### config.mk
export PLATFORM = sky130hd
export DESIGN_NAME = nor_cmd_seq
export DESIGN_NICKNAME = d
export VERILOG_FILES = /design/src/rtl/nor_cmd_seq_pkg.sv /design/src/rtl/nor_cmd_seq_secmap.sv /design/src/rtl/nor_cmd_seq_poll_timer.sv /design/src/rtl/nor_cmd_seq_cmdrom.sv /design/src/rtl/nor_cmd_seq.sv
export SDC_FILE = /design/constraint.sdc
export NUM_CORES = 1
export LEC_CHECK = 0
export ABC_AREA = 1
export BUFFER_PORTS_ARGS = -buffer_cell sky130_fd_sc_hd__buf_2
export CORE_MARGIN = 4
export CORE_UTILIZATION = 25
export DETAILED_ROUTE_END_ITERATION = 10
export HOLD_SLACK_MARGIN = 0.02
export PLACE_DENSITY = 0.4
export RECOVER_POWER = 25
export SYNTH_ARGS = -nofsm -noshare
export SYNTH_HDL_FRONTEND = slang
export SYNTH_SLANG_ARGS = --single-unit
### constraint.sdc
create_clock -name clk -period 2.5 [get_ports clk]
set_input_delay 0.125 -clock clk [delete_from_list [all_inputs] [get_ports clk]]
set_output_delay 0.125 -clock clk [all_outputs]
set_load 0.005 [all_outputs]
### src/rtl/nor_cmd_seq_pkg.sv
`timescale 1ns/1ps
package nor_cmd_seq_pkg;

   localparam logic [7:0] CMD_UNLK_A    = 8'hAA;
   localparam logic [7:0] CMD_UNLK_B    = 8'h55;
   localparam logic [7:0] CMD_ERS_SETUP = 8'h80;
   localparam logic [7:0] CMD_ERS_GO    = 8'h30;
   localparam logic [7:0] CMD_PGM       = 8'hA0;
   localparam logic [7:0] CMD_READ_MODE = 8'hF0;

   localparam int unsigned UNLK_A_WADDR = 32'h555;
   localparam int unsigned UNLK_B_WADDR = 32'h2AA;

   localparam logic OP_PROGRAM = 1'b0;
   localparam logic OP_ERASE   = 1'b1;

   typedef enum logic [2:0] {
      ERR_NONE    = 3'd0,
      ERR_RANGE   = 3'd1,
      ERR_LOCKED  = 3'd2,
      ERR_DIRTY   = 3'd3,
      ERR_TIMEOUT = 3'd4,
      ERR_VERIFY  = 3'd5,
      ERR_ABORTED = 3'd6
   } seq_err_e;

   typedef enum logic [2:0] {
      ST_IDLE,
      ST_CHECK,
      ST_PREREAD,
      ST_CMD,
      ST_POLL,
      ST_EXIT,
      ST_VERIFY,
      ST_FIN
   } seq_state_e;

endpackage

### src/rtl/nor_cmd_seq_secmap.sv
`timescale 1ns/1ps
module nor_cmd_seq_secmap #(
   parameter int NSEC        = 11,
   parameter int AW          = 20,
   parameter int SW          = 4,
   parameter int BOOT_WORDS  = 32'h2000,
   parameter int PARAM_WORDS = 32'h1000,
   parameter int MAIN_WORDS  = 32'h20000
) (
   input  logic [SW-1:0]   sel,
   input  logic [SW-1:0]   first,
   input  logic [SW-1:0]   last,
   input  logic [NSEC-1:0] lock_mask,
   output logic [AW-1:0]   sel_base,
   output logic            range_bad,
   output logic            range_locked
);

   logic [AW-1:0]   base_tbl [NSEC];
   logic [NSEC-1:0] hit;

   for (genvar g = 0; g < NSEC; g++) begin : g_sec
      if (g == 0) begin : g_boot
         assign base_tbl[g] = '0;
      end else if (g <= 3) begin : g_param
         // the boot sector, then parameter sectors packed behind it
         assign base_tbl[g] = AW'(BOOT_WORDS + PARAM_WORDS * (g - 1));
      end else begin : g_main
         assign base_tbl[g] = AW'(MAIN_WORDS * (g - 3));
      end
      assign hit[g] = lock_mask[g] && (SW'(g) >= first) && (SW'(g) <= last);
   end

   assign sel_base     = (int'(sel) < NSEC) ? base_tbl[sel] : '0;
   assign range_bad    = (first > last) || (int'(last) >= NSEC);
   assign range_locked = |hit;

endmodule

### src/rtl/nor_cmd_seq_poll_timer.sv
`timescale 1ns/1ps
module nor_cmd_seq_poll_timer #(
   parameter int LIMIT = 65536,
   localparam int CW   = $clog2(LIMIT + 1)
) (
   input  logic clk,
   input  logic rst_n,
   input  logic clr,
   input  logic en,
   output logic expired
);

   logic [CW-1:0] cnt_q;

   assign expired = (cnt_q == CW'(LIMIT - 1));

   always_ff @(posedge clk or negedge rst_n) begin
      if (!rst_n)
         cnt_q <= '0;
      else if (clr)
         cnt_q <= '0;
      else if (en && !expired)
         cnt_q <= cnt_q + 1'b1;
   end


   tmo_bound_chk: assert property (@(posedge clk) disable iff (!rst_n)
      cnt_q <= CW'(LIMIT - 1));

endmodule

### src/rtl/nor_cmd_seq_cmdrom.sv
`timescale 1ns/1ps
module nor_cmd_seq_cmdrom
   import nor_cmd_seq_pkg::*;
#(
   parameter int AW = 20,
   parameter int DW = 16
) (
   input  logic          op,
   input  logic [2:0]    step,
   input  logic [AW-1:0] sec_base,
   input  logic [AW-1:0] tgt,
   input  logic [DW-1:0] payload,
   output logic [AW-1:0] w_addr,
   output logic [DW-1:0] w_data,
   output logic          last_step,
   output logic          target_step
);

   localparam logic [AW-1:0] ADDR_A = AW'(UNLK_A_WADDR);
   localparam logic [AW-1:0] ADDR_B = AW'(UNLK_B_WADDR);

   always_comb begin
      w_addr      = ADDR_A;
      w_data      = DW'(CMD_UNLK_A);
      last_step   = 1'b0;
      target_step = 1'b0;
      if (op == OP_ERASE) begin
         case (step)
            3'd1, 3'd4: begin w_addr = ADDR_B; w_data = DW'(CMD_UNLK_B); end
            3'd2:       w_data = DW'(CMD_ERS_SETUP);
            3'd5: begin
               w_addr      = sec_base;
               w_data      = DW'(CMD_ERS_GO);
               last_step   = 1'b1;
               target_step = 1'b1;
            end
            default: ;
         endcase
      end else begin
         case (step)
            3'd1: begin w_addr = ADDR_B; w_data = DW'(CMD_UNLK_B); end
            3'd2: w_data = DW'(CMD_PGM);
            3'd3: begin
               w_addr      = tgt;
               w_data      = payload;
               last_step   = 1'b1;
               target_step = 1'b1;
            end
            default: ;
         endcase
      end
   end

endmodule

### src/rtl/nor_cmd_seq.sv
`timescale 1ns/1ps
module nor_cmd_seq
   import nor_cmd_seq_pkg::*;
#(
   parameter int AW          = 20,
   parameter int DW          = 16,
   parameter int NSEC        = 11,
   parameter int POLL_LIMIT  = 65536,
   parameter int BOOT_WORDS  = 32'h2000,
   parameter int PARAM_WORDS = 32'h1000,
   parameter int MAIN_WORDS  = 32'h20000,
   localparam int SW         = $clog2(NSEC)
) (
   input  logic            clk,
   input  logic            rst_n,
   input  logic            req,
   input  logic            op,
   input  logic [AW-1:0]   prog_addr,
   input  logic [DW-1:0]   prog_data,
   input  logic [SW-1:0]   sec_first,
   input  logic [SW-1:0]   sec_last,
   input  logic            abort,
   input  logic [NSEC-1:0] sec_lock,
   output logic            busy,
   output logic            done,
   output logic [2:0]      status,
   output logic [AW-1:0]   fl_addr,
   output logic [DW-1:0]   fl_wdata,
   output logic            fl_we,
   output logic            fl_re,
   input  logic [DW-1:0]   fl_rdata
);

   initial begin : param_chk
      assert (DW >= 8) else $fatal(1, "data width below status bit");
      assert (AW >= 11) else $fatal(1, "address too narrow for unlock words");
      assert (NSEC >= 5) else $fatal(1, "layout needs main sectors");
      assert (POLL_LIMIT >= 2) else $fatal(1, "poll budget too small");
      assert (longint'(MAIN_WORDS) * (NSEC - 3) <= (longint'(1) << AW))
         else $fatal(1, "sectors exceed address space");
   end

   seq_state_e    state_q;
   seq_err_e      status_q;
   logic          op_q;
   logic [AW-1:0] tgt_q;
   logic [DW-1:0] data_q;
   logic [SW-1:0] first_q, last_q, sec_q;
   logic [2:0]    step_q;
   logic          abort_q;
   logic          timed_out_q;

   logic [AW-1:0] sec_base;
   logic          range_bad, range_locked;
   logic [AW-1:0] rom_addr;
   logic [DW-1:0] rom_data;
   logic          rom_last, rom_target;
   logic          tmr_expired;
   logic [AW-1:0] poll_target;
   logic          ready;

   nor_cmd_seq_secmap #(
      .NSEC(NSEC), .AW(AW), .SW(SW),
      .BOOT_WORDS(BOOT_WORDS), .PARAM_WORDS(PARAM_WORDS), .MAIN_WORDS(MAIN_WORDS)
   ) u_map (
      .sel(sec_q), .first(first_q), .last(last_q), .lock_mask(sec_lock),
      .sel_base(sec_base), .range_bad(range_bad), .range_locked(range_locked)
   );

   nor_cmd_seq_cmdrom #(.AW(AW), .DW(DW)) u_rom (
      .op(op_q), .step(step_q), .sec_base(sec_base), .tgt(tgt_q), .payload(data_q),
      .w_addr(rom_addr), .w_data(rom_data), .last_step(rom_last), .target_step(rom_target)
   );

   nor_cmd_seq_poll_timer #(.LIMIT(POLL_LIMIT)) u_tmr (
      .clk(clk), .rst_n(rst_n),
      .clr(state_q == ST_CMD && rom_last),
      .en(state_q == ST_POLL),
      .expired(tmr_expired)
   );

   assign poll_target = (op_q == OP_ERASE) ? sec_base : tgt_q;
   assign ready = (op_q == OP_ERASE) ? fl_rdata[7] : (fl_rdata[7] == data_q[7]);

   always_comb begin
      fl_we    = 1'b0;
      fl_re    = 1'b0;
      fl_addr  = '0;
      fl_wdata = '0;
      case (state_q)
         ST_CMD: begin
            fl_we    = 1'b1;
            fl_addr  = rom_addr;
            fl_wdata = rom_data;
         end
         ST_EXIT: begin
            fl_we    = 1'b1;
            fl_addr  = AW'(UNLK_A_WADDR);
            fl_wdata = DW'(CMD_READ_MODE);
         end
         ST_PREREAD, ST_POLL, ST_VERIFY: begin
            fl_re   = 1'b1;
            fl_addr = poll_target;
         end
         default: ;
      endcase
   end

   assign busy   = (state_q != ST_IDLE) && (state_q != ST_FIN);
   assign done   = (state_q == ST_FIN);
   assign status = status_q;

   always_ff @(posedge clk or negedge rst_n) begin
      if (!rst_n) begin
         state_q     <= ST_IDLE;
         status_q    <= ERR_NONE;
         op_q        <= OP_PROGRAM;
         tgt_q       <= '0;
         data_q      <= '0;
         first_q     <= '0;
         last_q      <= '0;
         sec_q       <= '0;
         step_q      <= '0;
         abort_q     <= 1'b0;
         timed_out_q <= 1'b0;
      end else begin
         if (abort && state_q != ST_IDLE)
            abort_q <= 1'b1;
         case (state_q)
            ST_IDLE: if (req) begin
               op_q        <= op;
               tgt_q       <= prog_addr;
               data_q      <= prog_data;
               first_q     <= sec_first;
               last_q      <= sec_last;
               abort_q     <= 1'b0;
               timed_out_q <= 1'b0;
               state_q     <= ST_CHECK;
            end
            ST_CHECK: begin
               if (op_q == OP_ERASE) begin
                  if (range_bad) begin
                     status_q <= ERR_RANGE;
                     state_q  <= ST_FIN;
                  end else if (range_locked) begin
                     status_q <= ERR_LOCKED;
                     state_q  <= ST_FIN;
                  end else begin
                     sec_q   <= first_q;
                     step_q  <= '0;
                     state_q <= ST_CMD;
                  end
               end else begin
                  state_q <= ST_PREREAD;
               end
            end
            ST_PREREAD: begin
               if ((fl_rdata & data_q) != data_q) begin
                  status_q <= ERR_DIRTY;
                  state_q  <= ST_FIN;
               end else begin
                  step_q  <= '0;
                  state_q <= ST_CMD;
               end
            end
            ST_CMD: begin
               if (rom_last)
                  state_q <= ST_POLL;
               else
                  step_q <= step_q + 3'd1;
            end
            ST_POLL: begin
               if (ready) begin
                  state_q <= ST_EXIT;
               end else if (tmr_expired) begin
                  timed_out_q <= 1'b1;
                  state_q     <= ST_EXIT;
               end
            end
            ST_EXIT: begin
               if (timed_out_q) begin
                  status_q <= ERR_TIMEOUT;
                  state_q  <= ST_FIN;
               end else if (op_q == OP_PROGRAM) begin
                  state_q <= ST_VERIFY;
               end else if (sec_q == last_q) begin
                  status_q <= ERR_NONE;
                  state_q  <= ST_FIN;
               end else if (abort_q || abort) begin
                  status_q <= ERR_ABORTED;
                  state_q  <= ST_FIN;
               end else begin
                  sec_q   <= sec_q + 1'b1;
                  step_q  <= '0;
                  state_q <= ST_CMD;
               end
            end
            ST_VERIFY: begin
               status_q <= (fl_rdata == data_q) ? ERR_NONE : ERR_VERIFY;
               state_q  <= ST_FIN;
            end
            ST_FIN:  state_q <= ST_IDLE;
            default: state_q <= ST_IDLE;
         endcase
      end
   end


   we_re_excl_chk: assert property (@(posedge clk) disable iff (!rst_n)
      !(fl_we && fl_re));


   unlock_b_addr_chk: assert property (@(posedge clk) disable iff (!rst_n)
      (fl_we && !rom_target && fl_wdata == DW'(CMD_UNLK_B)) |-> fl_addr == AW'(UNLK_B_WADDR));


   read_mode_exit_chk: assert property (@(posedge clk) disable iff (!rst_n)
      (fl_re && state_q == ST_POLL) |=>
         (fl_re || (fl_we && fl_wdata == DW'(CMD_READ_MODE) && fl_addr == AW'(UNLK_A_WADDR))));


   done_pulse_chk: assert property (@(posedge clk) disable iff (!rst_n)
      done |=> !done);


   done_idle_chk: assert property (@(posedge clk) disable iff (!rst_n)
      done |-> !busy);


   quiet_idle_chk: assert property (@(posedge clk) disable iff (!rst_n)
      !busy |-> (!fl_we && !fl_re));

endmodule

==> qor.txt <==
Die area - 23130 um^2
DRT iter0 DRCs - 202
Clock power share - 18.6%
Sw frac - 46.44%
Combinational Power Share - 52.0%
Setup TNS - 0 ns
Max Clk Rate - 434.9 MHz
Antenna diode count - 0
Max Cap Viol - 0
Final setup fails - 0
Post-route worst hold slack - 0.05320 ns
Max IR drop VDD - 0.4000 mV
Post-DRT Antenna Nets - 0
Row count - 52
Pwr Total - 7.580 mW
TritonCTS Buffers - 9
Nets - 1029
Hold path startpoint - op
Syn-to-layout area delta - 33.43%
Synth Flop Type - dfrtp_1
Crit path required time - 2.38 ns
R2r worst-path depth - 13
Total clock sinks - 77
Synthesized flop and latch total - 77
Root buf cell - clkbuf_16
CP Data Arrival Time - 2.17 ns
Min-Delay Endpoint - op_q
Detailed placement HPWL - 12640 um
P_leak - 3.746 nW
Fill cells - 2289
FF-to-FF End - u_tmr.cnt_q[15]
Clk slew on worst S/H paths - 0.06 ns
Clk_lat worst skew - 0.35 ns
Buf+Inv Stages, Crit Path - 2
Number of flops mapped to enable cells by yosys - 0
IO Count - 119
Worst-case clock buffer depth - 2
Final Cell Area - 6927 um^2
Mapped Area - 5191 um^2
Flop2flop setup slack - 0.30 ns
Flip-flop and latch area - 1929 um^2
Die height - 152.1 um
Ys async rst share - 100.0%
Residual DRC - 0
Crit. End Element - output port
Worst-path cell chain - ha_1, ha_1, nor2_1, inv_1, nor2_1, nor3_1, nor2_1, nand2_1, buf_2
Period utilisation layout - 91.98%
WS Path Type - reg -> out
Ys Warns - 0
Crit. Startpoint - step_q[0]
Worst Max-Slew Pin Slew - 1.039 ns
CP top delay family - simple AND/OR/NAND/NOR gates
Hold depth - 3
H-tree Lvls - 3
Rel. slew slack - 30.72%
Max Transition Viols Final - 0
Die Wd - 152.1 um
Internal power - 4.059 mW
TritonCTS clock tree - done
Largest net degree at the start of global routing - 41
Footprint of the multi-input gates - 2880 um^2
Placeable Area - 20300 um^2
Avg Synthesized Cell Area - 6.931 um^2
Grt ovf - 0
Final wirelength - 16740 um
Vias per cell - 4.387
PwrDens - 1094 nW/um^2
Slowest CP cell - dfrtp_1
Sequential power share - 29.3%
Vias in the first global route - 5381
Initial antenna violation count - 0
Crit path depth - 9
GP Congestion - 0.7990
Layout cell share with drive strength beyond 1 - 19.91%
CP max stage delay - 0.44 ns
Via count - 5238
Fin crit period - 2.299 ns
Sequential area share after synthesis - 37.12%
Initial DRT Pass Iterations - 4
Unrepaired setup endpoints after global routing - true
Routed len/inst - 14.02 um
IO Port Bufs - 118
Crit start category - flip-flop
Outcome - complete, no violations
Dpl cells - 1132
Fin Clk Skew - 0.008585 ns
Synthesized instance count - 749
Final hold violations - 0
Max FO, Critical Path - 5
Fin cells - 1194
Worst min-delay path category - in -> reg
GRT Util Overall - 14.76%
Starting Density - 25.57%
Most used cell, CP - nor2_1
Sw power - 3.520 mW
Yosys cell types - 44
Global-route wire length before repair - 27750 um
Total nets after synthesis - 858
RR Startpoint - u_tmr.cnt_q[0]
Area after DPL - 6155 um^2
worst min-delay path, stage by stage:
cell,delay (ns)
buf_2,0.07
nand2_1,0.07
o21ai_0,0.08
per-layer routing:
| layer | vias up | GRT usage, % | share of wire (%) |
|---|---|---|---|
| li1 | 2733 | - | - |
| met1 | 2383 | 19.73 | 48 |
| met2 | 103 | 24.39 | 47 |
| met3 | 19 | 2.816 | 3.4 |
| met4 | 0 | 4.238 | 1.7 |
| met5 | - | 0 | 0 |
state kept, by name, summed over array words and instances, names as in the netlist:
register	cells
first_q	4
state_q	3
last_q	4
data_q	16
tgt_q	20
op_q	1
u_tmr.cnt_q	17
status	3
sec_q	4
abort_q	1
timed_out_q	1
step_q	3
metrics by stage:
stage	utilization, %	setup slack [ns]
final	34.12	0.2006
after global routing	34.12	-0.005395
after CTS	34.05	0.08890
after detailed placement	30.32	0.2284
after global placement	30.32	0.2688
after floorplan	-	0.5177
power by group through the flow:
stage	logic, mW	registers (mW)	clock network, mW
floorplan	2.71	2.04	0
global placement	3.95	2.25	0
detailed placement	3.94	2.24	0
CTS	4.01	2.23	1.46
global route	4.55	2.30	1.51
finish	3.94	2.22	1.41
layout by cell type, fill, tap and decap left out, types with 3 or more instances in the layout:
cell	count
nand2_2	6
nand2_1	283
ha_1	33
nor3_1	6
xor2_1	4
nand4_1	12
o21ai_0	31
clkbuf_1	5
nand3_1	37
o21ai_1	3
buf_4	12
a31oi_1	5
nor2_2	5
dlygate4sd3_1	45
inv_1	72
buf_2	115
clkbuf_16	9
nor3_2	4
or2_2	3
o21bai_1	3
dfrtp_1	75
inv_2	8
a21oi_1	26
nor2_1	80
cell usage after synthesis, drive strengths merged (3+ instances only):
cell | number | area share, %
nand3 | 37 | 3.6
clkbuf | 6 | 0.43
nor3 | 11 | 1.4
a31oi | 5 | 0.60
inv | 82 | 6.0
xor2 | 4 | 0.67
nor2 | 88 | 7.4
buf | 11 | 1.2
or2 | 3 | 0.36
dfrtp | 77 | 37
o21bai | 3 | 0.43
a21oi | 27 | 2.7
ha | 33 | 8.0
nand4 | 13 | 1.7
o21ai | 36 | 3.5
nand2 | 292 | 22
worst max-delay path by stage:
stage                            to
floorplan           u_tmr.cnt_q[15]
global placement         state_q[0]
detailed placement       state_q[0]
CTS                     fl_addr[17]
global route             fl_addr[2]
finish                   fl_addr[2]
cell type report:
cell class / count / share of cell area, %
Tap cell: 270 / 4.877
Clock inverter: 4 / 1.066
Timing Repair Buffer: 177 / 16.64
Clock buffer: 11 / 3.360
Sequential cell: 77 / 27.85
Multi-Input combinational cell: 571 / 41.58
Inverter: 84 / 4.624
logic make-up after synthesis:
kind of cell,share of synthesized area [%]
AND/OR/NAND/NOR,37.12
flip-flops,37.12
XOR/XNOR,0.6748
AO/OA/AOI/OAI,9.376
buffers and inverters,7.761
adder cells (fa/ha/maj),7.954
repair_timing:
action / 4_1_cts / 5_1_grt
resized for setup: 0 / 6
endpoints found under the hold margin: 83 / 0
endpoints found under the setup margin: 0 / 21
setup buffers: 0 / 2
hold buffers: 45 / 0
(Power assumes the default switching activity.)
